## src/rtl/wpart_pkg.sv

```systemverilog
package wpart_pkg;
  typedef enum logic [1:0] {
    ST_IDLE = 2'd0,
    ST_DIV  = 2'd1,
    ST_EMIT = 2'd2,
    ST_ERR  = 2'd3
  } wp_state_e;
endpackage

```

## src/rtl/wpart_div.sv

```systemverilog
module wpart_div #(
  parameter int LEN_W  = 16,
  parameter int PART_W = 5
) (
  input  logic              clk,
  input  logic              rst_n,
  input  logic              start,
  input  logic [LEN_W-1:0]  dividend,
  input  logic [PART_W-1:0] divisor,
  output logic              done,
  output logic [LEN_W-1:0]  quot,
  output logic [PART_W-1:0] rem
);
  localparam int CNT_W = $clog2(LEN_W + 1);
  localparam int REM_W = PART_W + 1;

  logic [LEN_W-1:0]  q_q, q_d;
  logic [REM_W-1:0]  r_q, r_d;
  logic [CNT_W-1:0]  cnt_q, cnt_d;
  logic              busy_q, busy_d;
  logic              done_q, done_d;
  logic [PART_W-1:0] dvs_q, dvs_d;
  logic [REM_W-1:0]  trial;

  always_comb begin
    q_d    = q_q;
    r_d    = r_q;
    cnt_d  = cnt_q;
    busy_d = busy_q;
    done_d = 1'b0;
    dvs_d  = dvs_q;
    trial  = {r_q[PART_W-1:0], q_q[LEN_W-1]};
    if (start) begin
      q_d    = dividend;
      r_d    = '0;
      dvs_d  = divisor;
      cnt_d  = CNT_W'(LEN_W);
      busy_d = 1'b1;
    end else if (busy_q) begin
      if (trial >= {1'b0, dvs_q}) begin
        r_d = trial - {1'b0, dvs_q};
        q_d = {q_q[LEN_W-2:0], 1'b1};
      end else begin
        r_d = trial;
        q_d = {q_q[LEN_W-2:0], 1'b0};
      end
      cnt_d = cnt_q - 1'b1;
      if (cnt_q == CNT_W'(1)) begin
        busy_d = 1'b0;
        done_d = 1'b1;
      end
    end
  end

  always_ff @(posedge clk or negedge rst_n) begin
    if (!rst_n) begin
      q_q    <= '0;
      r_q    <= '0;
      cnt_q  <= '0;
      busy_q <= 1'b0;
      done_q <= 1'b0;
      dvs_q  <= '0;
    end else begin
      q_q    <= q_d;
      r_q    <= r_d;
      cnt_q  <= cnt_d;
      busy_q <= busy_d;
      done_q <= done_d;
      dvs_q  <= dvs_d;
    end
  end

  assign done = done_q;
  assign quot = q_q;
  assign rem  = r_q[PART_W-1:0];

  AST_REM_BELOW_DIVISOR: assert property (@(posedge clk) disable iff (!rst_n)
    done_q |-> (r_q < {1'b0, dvs_q}));
  AST_DIV_NO_DONE_WHEN_BUSY: assert property (@(posedge clk) disable iff (!rst_n)
    busy_q |-> !done_q);
endmodule

```

## src/rtl/wpart_emit.sv

```systemverilog
module wpart_emit #(
  parameter int LEN_W  = 16,
  parameter int PART_W = 5
) (
  input  logic              clk,
  input  logic              rst_n,
  input  logic              load,
  input  logic [LEN_W-1:0]  quot,
  input  logic [PART_W-1:0] rem,
  input  logic [PART_W-1:0] parts,
  input  logic              step,
  output logic [PART_W-1:0] index,
  output logic [LEN_W-1:0]  count,
  output logic [LEN_W-1:0]  offset,
  output logic              last
);
  logic [PART_W-1:0] idx_q, idx_d;
  logic [LEN_W-1:0]  off_q, off_d;
  logic [LEN_W-1:0]  base_q, base_d;
  logic [PART_W-1:0] rem_q, rem_d;
  logic [PART_W-1:0] lastidx_q, lastidx_d;
  logic [LEN_W-1:0]  cur_cnt;

  assign cur_cnt = (idx_q < rem_q) ? base_q + 1'b1 : base_q;

  always_comb begin
    idx_d     = idx_q;
    off_d     = off_q;
    base_d    = base_q;
    rem_d     = rem_q;
    lastidx_d = lastidx_q;
    if (load) begin
      idx_d     = '0;
      off_d     = '0;
      base_d    = quot;
      rem_d     = rem;
      lastidx_d = parts - 1'b1;
    end else if (step) begin
      idx_d = idx_q + 1'b1;
      off_d = off_q + cur_cnt;
    end
  end

  always_ff @(posedge clk or negedge rst_n) begin
    if (!rst_n) begin
      idx_q     <= '0;
      off_q     <= '0;
      base_q    <= '0;
      rem_q     <= '0;
      lastidx_q <= '0;
    end else begin
      idx_q     <= idx_d;
      off_q     <= off_d;
      base_q    <= base_d;
      rem_q     <= rem_d;
      lastidx_q <= lastidx_d;
    end
  end

  assign index  = idx_q;
  assign count  = cur_cnt;
  assign offset = off_q;
  assign last   = (idx_q == lastidx_q);

  AST_INDEX_ADVANCES: assert property (@(posedge clk) disable iff (!rst_n)
    (step && !load) |=> (idx_q == $past(idx_q) + 1'b1));
  AST_OFFSET_ACCUMULATES: assert property (@(posedge clk) disable iff (!rst_n)
    (step && !load) |=> (off_q == $past(off_q) + $past(cur_cnt)));
endmodule

```

## src/rtl/wpart_gen.sv

```systemverilog
module wpart_gen #(
  parameter int MAX_PARTS = 16,
  parameter int LEN_W     = 16,
  localparam int PART_W   = $clog2(MAX_PARTS + 1)
) (
  input  logic              clk,
  input  logic              rst_n,
  input  logic              cmd_valid,
  output logic              cmd_ready,
  input  logic [LEN_W-1:0]  cmd_len,
  input  logic [PART_W-1:0] cmd_parts,
  output logic              cmd_err,
  output logic              out_valid,
  input  logic              out_ready,
  output logic [PART_W-1:0] out_index,
  output logic [LEN_W-1:0]  out_count,
  output logic [LEN_W-1:0]  out_offset,
  output logic              out_last
);
  import wpart_pkg::*;

  wp_state_e st_q, st_d;
  logic [PART_W-1:0] parts_q, parts_d;
  logic              err_q, err_d;
  logic              accept, div_start, div_done, emit_load, emit_step;
  logic [LEN_W-1:0]  div_quot;
  logic [PART_W-1:0] div_rem;

  assign cmd_ready = (st_q == ST_IDLE);
  assign accept    = cmd_valid && cmd_ready;
  assign div_start = accept && (cmd_parts != '0);
  assign emit_load = div_done;
  assign out_valid = (st_q == ST_EMIT);
  assign emit_step = out_valid && out_ready;
  assign cmd_err   = err_q;

  always_comb begin
    st_d    = st_q;
    parts_d = parts_q;
    err_d   = 1'b0;
    case (st_q)
      ST_IDLE: if (accept) begin
        parts_d = cmd_parts;
        if (cmd_parts == '0) begin
          st_d  = ST_ERR;
          err_d = 1'b1;
        end else begin
          st_d = ST_DIV;
        end
      end
      ST_DIV:  if (div_done) st_d = ST_EMIT;
      ST_EMIT: if (emit_step && out_last) st_d = ST_IDLE;
      ST_ERR:  st_d = ST_IDLE;
      default: st_d = ST_IDLE;
    endcase
  end

  always_ff @(posedge clk or negedge rst_n) begin
    if (!rst_n) begin
      st_q    <= ST_IDLE;
      parts_q <= '0;
      err_q   <= 1'b0;
    end else begin
      st_q    <= st_d;
      parts_q <= parts_d;
      err_q   <= err_d;
    end
  end

  wpart_div #(.LEN_W(LEN_W), .PART_W(PART_W)) u_div (
    .clk      (clk),
    .rst_n    (rst_n),
    .start    (div_start),
    .dividend (cmd_len),
    .divisor  (cmd_parts),
    .done     (div_done),
    .quot     (div_quot),
    .rem      (div_rem)
  );

  wpart_emit #(.LEN_W(LEN_W), .PART_W(PART_W)) u_emit (
    .clk    (clk),
    .rst_n  (rst_n),
    .load   (emit_load),
    .quot   (div_quot),
    .rem    (div_rem),
    .parts  (parts_q),
    .step   (emit_step),
    .index  (out_index),
    .count  (out_count),
    .offset (out_offset),
    .last   (out_last)
  );

  AST_HOLD_UNDER_STALL: assert property (@(posedge clk) disable iff (!rst_n)
    (out_valid && !out_ready) |=> (out_valid && $stable(out_index) && $stable(out_count)
                                   && $stable(out_offset)));
  AST_NO_READY_WHILE_EMIT: assert property (@(posedge clk) disable iff (!rst_n)
    out_valid |-> !cmd_ready);
  AST_ERR_ONE_CYCLE: assert property (@(posedge clk) disable iff (!rst_n)
    cmd_err |=> !cmd_err);
  AST_ERR_NO_TUPLE: assert property (@(posedge clk) disable iff (!rst_n)
    cmd_err |-> !out_valid);
  AST_LAST_INDEX: assert property (@(posedge clk) disable iff (!rst_n)
    (out_valid && out_last) |-> (out_index == parts_q - 1'b1));
  AST_INDEX_IN_RANGE: assert property (@(posedge clk) disable iff (!rst_n)
    out_valid |-> (out_index < parts_q));
endmodule

```

## config.mk

```make
export PLATFORM = sky130hd
export DESIGN_NAME = wpart_gen
export DESIGN_NICKNAME = d
export VERILOG_FILES = /design/src/rtl/wpart_pkg.sv /design/src/rtl/wpart_div.sv /design/src/rtl/wpart_emit.sv /design/src/rtl/wpart_gen.sv
export SDC_FILE = /design/constraint.sdc
export NUM_CORES = 1
export LEC_CHECK = 0
export ABC_AREA = 1
export BUFFER_PORTS_ARGS = -buffer_cell sky130_fd_sc_hd__buf_2
export CELL_PAD_IN_SITES_DETAIL_PLACEMENT = 1
export CELL_PAD_IN_SITES_GLOBAL_PLACEMENT = 1
export CORE_UTILIZATION = 47
export DETAILED_ROUTE_END_ITERATION = 12
export HOLD_SLACK_MARGIN = 0.03
export PLACE_DENSITY = 0.88
export SLEW_MARGIN = 20
export SYNTH_ARGS = -nofsm -noshare
export SYNTH_HDL_FRONTEND = slang
export SYNTH_SLANG_ARGS = --single-unit
```

## constraint.sdc

```tcl
create_clock -name clk -period 7.6 [get_ports clk]
set_clock_uncertainty 0.2 [all_clocks]
set_input_delay 1.52 -clock clk [delete_from_list [all_inputs] [get_ports clk]]
set_output_delay 1.52 -clock clk [all_outputs]
set_load 0.03 [all_outputs]
```

# --- After elaboration in Yosys (flattened, before gate mapping) ---
# Cells that the tools add are included.
word_totals:
  ff_bits: 88
  inputBits: 25
  output_inout_bits: 41
  wordCells: 68
op_classes:
  addsub: 6
  n_lt_le_gt_ge: 2
  n_eq_ne: 8
  n_mux: 27
  n_reduce_logical: 11
ops:
  columns: ["operator", "n"]
  rows:
  - ["two-way mux 16 bit", 5]
  - ["two-way mux 5 bit", 7]
  - ["adder 16 x 1 -> 16 bit, second input constant", 1]
  - ["adder 16 bit", 1]
  - ["two-way mux 1 bit", 10]
  - ["subtractor 5 x 1 -> 5 bit, second input constant", 2]
  - ["two-way mux 2 bit", 4]
  - ["one-hot mux 2 bit (4 select lines)", 1]
  - [">= comparator 6 x 5 -> 1 bit", 1]
  - ["inequality test 2 x 1 -> 1 bit, second input constant", 3]
  - ["adder 5 x 1 -> 5 bit, second input constant", 1]
  - ["equality test 5 x 1 -> 1 bit, second input constant", 1]
  - ["equality test 5 bit", 1]
  - ["logical NOT 5 bit", 1]
  - ["< comparator 5 bit", 1]
  - ["nonzero test 5 bit", 1]
  - ["subtractor 5 bit", 1]
  - ["equality test 2 bit, second input constant", 2]
  - ["logical AND 1 bit", 4]
  - ["nonzero test 2 bit", 2]
  - ["AND reduction 3 bit", 1]
  - ["equality test 2 x 1 -> 1 bit, second input constant", 1]
  - ["logical NOT 2 bit", 1]
  - ["AND reduction 2 bit", 1]

# --- Depth between registers and ports, before layout ---
depth:
  depth_word: 5
  ltp_mapped: 21
  ltp_nobuf: 21

# --- Hierarchy ---
# A second synthesis with hierarchy kept.
hier_totals:
  hier_cells: 656
  hier_area_um2: 5293.8
modules_own_cells:
  columns: ["mod", "n_inst", "cells_per_inst", "area_per_inst_um2"]
  rows:
  - ["wpart_emit", 1, 417, 3183.1]
  - ["wpart_div", 1, 195, 1740.4]
  - ["wpart_gen", 1, 44, 370.4]

# --- Least setup slack after synthesis ---
# OpenSTA, ideal clock, no wires.
synth_timing:
  kind: "reg-to-output"
  start: "register u_emit.idx_q[4] (netlist: u_emit.index[4])"
  end: "output port out_count[13]"
  arrival_ns: 2.182
  required_ns: 5.880
  setup_slack_ns: 3.698
  stages_incl_launch_ff: 12
  cell_sequence: "dfrtp_1 ha_1 nand2_1 inv_2 nand2_2 nand2_2 nor2_4 inv_2 nor2_2 nand2_2 nor2_2 xor2_1"
synth_between:
  elab_chain_len: 2
synth_rtl:
  columns: ["item", "line_no", "rtl"]
  rows:
  - ["start: declaration", "wpart_emit.sv:17", "logic [PART_W-1:0] idx_q, idx_d;"]
  - ["start signal: assignment", "wpart_emit.sv:52", "idx_q <= idx_d;"]
  - ["< comparator 5 bit", "wpart_emit.sv:24", "assign cur_cnt = (idx_q < rem_q) ? base_q + 1'b1 : base_q;"]
  - ["two-way mux 16 bit", "wpart_emit.sv:24", null]
  - ["end: declaration", "wpart_gen.sv:16", "output logic [LEN_W-1:0] out_count,"]
# Every way passes these cells.

# --- Final worst setup path ---
layout_timing:
  start: "register u_emit.idx_q[3] (netlist: u_emit.index[3])"
  end: "output port out_count[14]"
# Same word-level chain as after synthesis.

==> flow_metrics.tcl <==
set metrics [dict create \
    synth.area.mux_share 0 \
    yosysSeqAreaShare 0.432 \
    grt_most_used_layer "met2" \
    worst_pin_slew_ns 0.838 \
    ctsResizeCount 0 \
    wirelength_mm 14.2 \
    layout_common_cells "175 x nand2_1, 88 x dfrtp_1, 72 x inv_1" \
    syn_nets 692 \
    wire_per_inst_um 16.9 \
    area_growth_pct 14.0 \
    grt_pass1_wl_mm 23.6 \
    place_congestion 0.872 \
    drtIter0Drc 202 \
    regArea_um2 2200 \
    finalCritPeriodShare 0.584 \
    hold_class "reg -> reg" \
    hpwlAfterDp_mm 10.7 \
    synthSimpleGateAreaFrac 0.238 \
    drive_gt1_frac 0.170 \
    grt_pass1_vias 4830 \
    critPathLaunchType "flip-flop" \
    period_minus_slack_ns 4.44 \
    crit_buf_inv 2 \
    power_density_nw_per_um2 493 \
    grt-ovfl-total 0 \
    syn-cell-area_um2 5100 \
    final_nets 757 \
    ant_nets 0 \
    tns_ns 0 \
    synth-compound-area-share 0.135 \
    finalHoldViolCount 0 \
    min-delay-start "u_div.quot[11]$_DFFE_PN0P_" \
    slowest_stage "dfrtp_1" \
    setup_viol 0 \
    num_rows 37 \
    syn_area_per_cell_um2 8.04 \
    die_h_um 106 \
    clk_latency_ns 0.38 \
    rsz0062_at_grt "false" \
    crit_path_end_kind "output pin" \
    cts_root_buffer "clkbuf_8" \
    die-area_um2 11300 \
    crit_top_cell "nand2_2" \
    pin_count 66 \
    dieWidth_um 106 \
    multi_input_area_um2 2540 \
    final_max_slew_viol_count 0 \
    critPathTopFamily "simple AND/OR/NAND/NOR gates" \
    h-tree-depth 3 \
    cts_sinks 88 \
    slew-limit-headroom 0.441 \
    drt-pass1-iter-count 6 \
    yosysUniqueCellTypes 38 \
    cap_violations 0 \
    vdd_drop_max_mv 0.277 \
    outcome "completed" \
    synth_fa_ha_area_frac 0.0839 \
    ys_ff_latch 88 \
    r2r-start "u_emit.index[3]$_DFFE_PN0P_" \
    gr-usage-met2 0.479 \
    core_area_um2 10400 \
    cts_tree "built" \
    grt.met3_usage 0.0509 \
    post_cts_buffers 0 \
    crit_required_ns 5.88 \
    power_leakage_nw 3.01 \
    antenna_found_initial 0 \
    critPathMaxFanout 9 \
    postCtsHoldBufs 0 \
    synthXorXnorAreaFrac 0.0412 \
    synth_top_family_by_area "simple AND/OR/NAND/NOR gates" \
    grt_max_degree 66 \
    cp_slowest_stage_delay_ns 0.46 \
    syn_inst 634 \
    place_ws_ns 3.61 \
    crit_chain "ha_1 > nand2_1 > inv_2 > nand2_2 > nand2_2 > nor2_4 > nand4_1 > nand3b_1 > xor2_1 > buf_2" \
    place.port_buffers 65 \
    crit_type "reg -> out" \
    yosys_warnings 0 \
    timing.final.ws_setup_ns 3.16 \
    startpoint "u_emit.index[3]$_DFFE_PN0P_" \
    drcViolationCount 0 \
    mostFrequentLayoutCell "nand2_1" \
    fmax_ghz 0.225 \
    grt_util_all_layers 0.269 \
    num_vias 4560 \
    start_util 0.490 \
    cts_buffers 9 \
    fillers 1300 \
    arrival_ns 2.72 \
    cts.reportedPaths.clkPinSlew_ns 0.09 \
    diodes 0 \
    avgViaCountPerCell 5.43 \
    clockBufferDepth 2 \
    met1_usage 0.332 \
]
-- synthesized netlist by cell type --
cell / n / area, um^2
a21boi_0: 2 / 15.0
a21o_1: 2 / 15.0
a21oi_1: 28 / 140
a21oi_2: 1 / 8.76
a22o_1: 1 / 8.76
a31oi_1: 2 / 12.5
and2_1: 1 / 6.26
and3_1: 1 / 6.26
buf_2: 6 / 30.0
buf_4: 2 / 15.0
clkbuf_1: 5 / 18.8
dfrtp_1: 88 / 2200
fa_1: 2 / 40.0
ha_1: 31 / 388
inv_1: 72 / 270
inv_2: 6 / 22.5
nand2_1: 175 / 657
nand2_2: 13 / 81.3
nand2_4: 1 / 11.3
nand3_1: 25 / 125
nand3_2: 3 / 30.0
nand3b_1: 2 / 15.0
nand4_1: 4 / 25.0
nor2_1: 30 / 113
nor2_2: 6 / 37.5
nor2_4: 4 / 45.0
nor3_1: 5 / 25.0
nor3_2: 1 / 10.0
nor4_1: 2 / 12.5
o211ai_1: 11 / 82.6
o21ai_0: 59 / 295
o21ai_1: 6 / 30.0
o21bai_1: 5 / 37.5
o221ai_1: 3 / 26.3
o22ai_1: 3 / 18.8
or2_2: 2 / 12.5
xnor2_1: 5 / 43.8
xor2_1: 19 / 166
-- worst reg2reg max path, cell delays in order, from the launching register on --
cell and delay (ns):
dfrtp_1 0.46, ha_1 0.34, nand2_1 0.11, inv_2 0.05, nand2_2 0.06, nand2_2 0.06, nor2_4 0.24, inv_2 0.11
o21ai_0 0.49, inv_1 0.13, fa_1 0.44, nand3b_1 0.18, nand2_1 0.14, nand2_1 0.07, nand2_1 0.13, nand2_1 0.09
o21bai_1 0.21, a21oi_1 0.09, o21ai_0 0.09, nand2_1 0.07
-- cells by family after synthesis --
family                   after synthesis
XOR/XNOR                              24
AO/OA/AOI/OAI                        123
AND/OR/NAND/NOR                      275
buffers and inverters                 91
adder cells (fa/ha/maj)               33
flip-flops                            88
-- metrics by stage --
stage / hold WS (ns) / area [um^2] / util / total power, W / std cells
after floorplan: 0.240 / 5100 / - / 0.00198 / 634
after global placement: 0.273 / 5550 / 0.533 / 0.00231 / 824
after detailed placement: 0.285 / 5550 / 0.533 / 0.00243 / 824
after CTS: 0.301 / 5810 / 0.558 / 0.00288 / 840
after global routing: 0.343 / 5810 / 0.558 / 0.00310 / 840
final: 0.296 / 5810 / 0.558 / 0.00286 / 840
-- registers in the layout, indices dropped and copies added, names as in the netlist --
| name | cells |
|---|---|
| parts_q | 5 |
| u_div.busy_q | 1 |
| u_emit.offset | 16 |
| u_div.cnt_q | 5 |
| u_div.done | 1 |
| u_emit.index | 5 |
| u_div.dvs_q | 5 |
| u_emit.lastidx_q | 5 |
| cmd_err | 1 |
| u_div.quot | 16 |
| u_div.r_q | 5 |
| u_emit.base_q | 16 |
| st_q | 2 |
| u_emit.rem_q | 5 |
-- layout make-up --
type,count,share of cell area
clock inverter,4,0.0170
tap,136,0.0293
multi-input combinational,455,0.437
inverter,78,0.0504
sequential,88,0.379
timing repair buffer,67,0.0590
clock buffer,12,0.0284
-- power breakdown --
| group | internal [W] | leakage [nW] | total, W | switching (W) |
|---|---|---|---|---|
| Combinational | 0.000506 | 1.76 | 0.00157 | 0.00106 |
| Sequential | 0.000682 | 1.11 | 0.000866 | 0.000184 |
| Clock | 0.000246 | 0.133 | 0.000428 | 0.000182 |
-- final timing paths --
path | endpoint | slack [ns] | depth (start not counted)
max | out_count[14] | 3.16 | 10
min | u_emit.base_q[11]$_DFFE_PN0P_ | 0.30 | 2
max reg2reg | u_emit.offset[10]$_DFFE_PN0P_ | 3.73 | 19
min reg2reg | u_emit.base_q[11]$_DFFE_PN0P_ | 0.30 | 2
max in group asynchronous | u_div.quot[13]$_DFFE_PN0P_ | 5.22 | 2
min in group asynchronous | u_emit.offset[2]$_DFFE_PN0P_ | 0.83 | 1
-- routing by layer --
metal	vias to the layer above	part of all wire
met5	-	0
li1	2189	-
met2	86	0.51
met1	2265	0.44
met4	0	0.016
met3	20	0.032
Power figures use the tool's default switching activity.
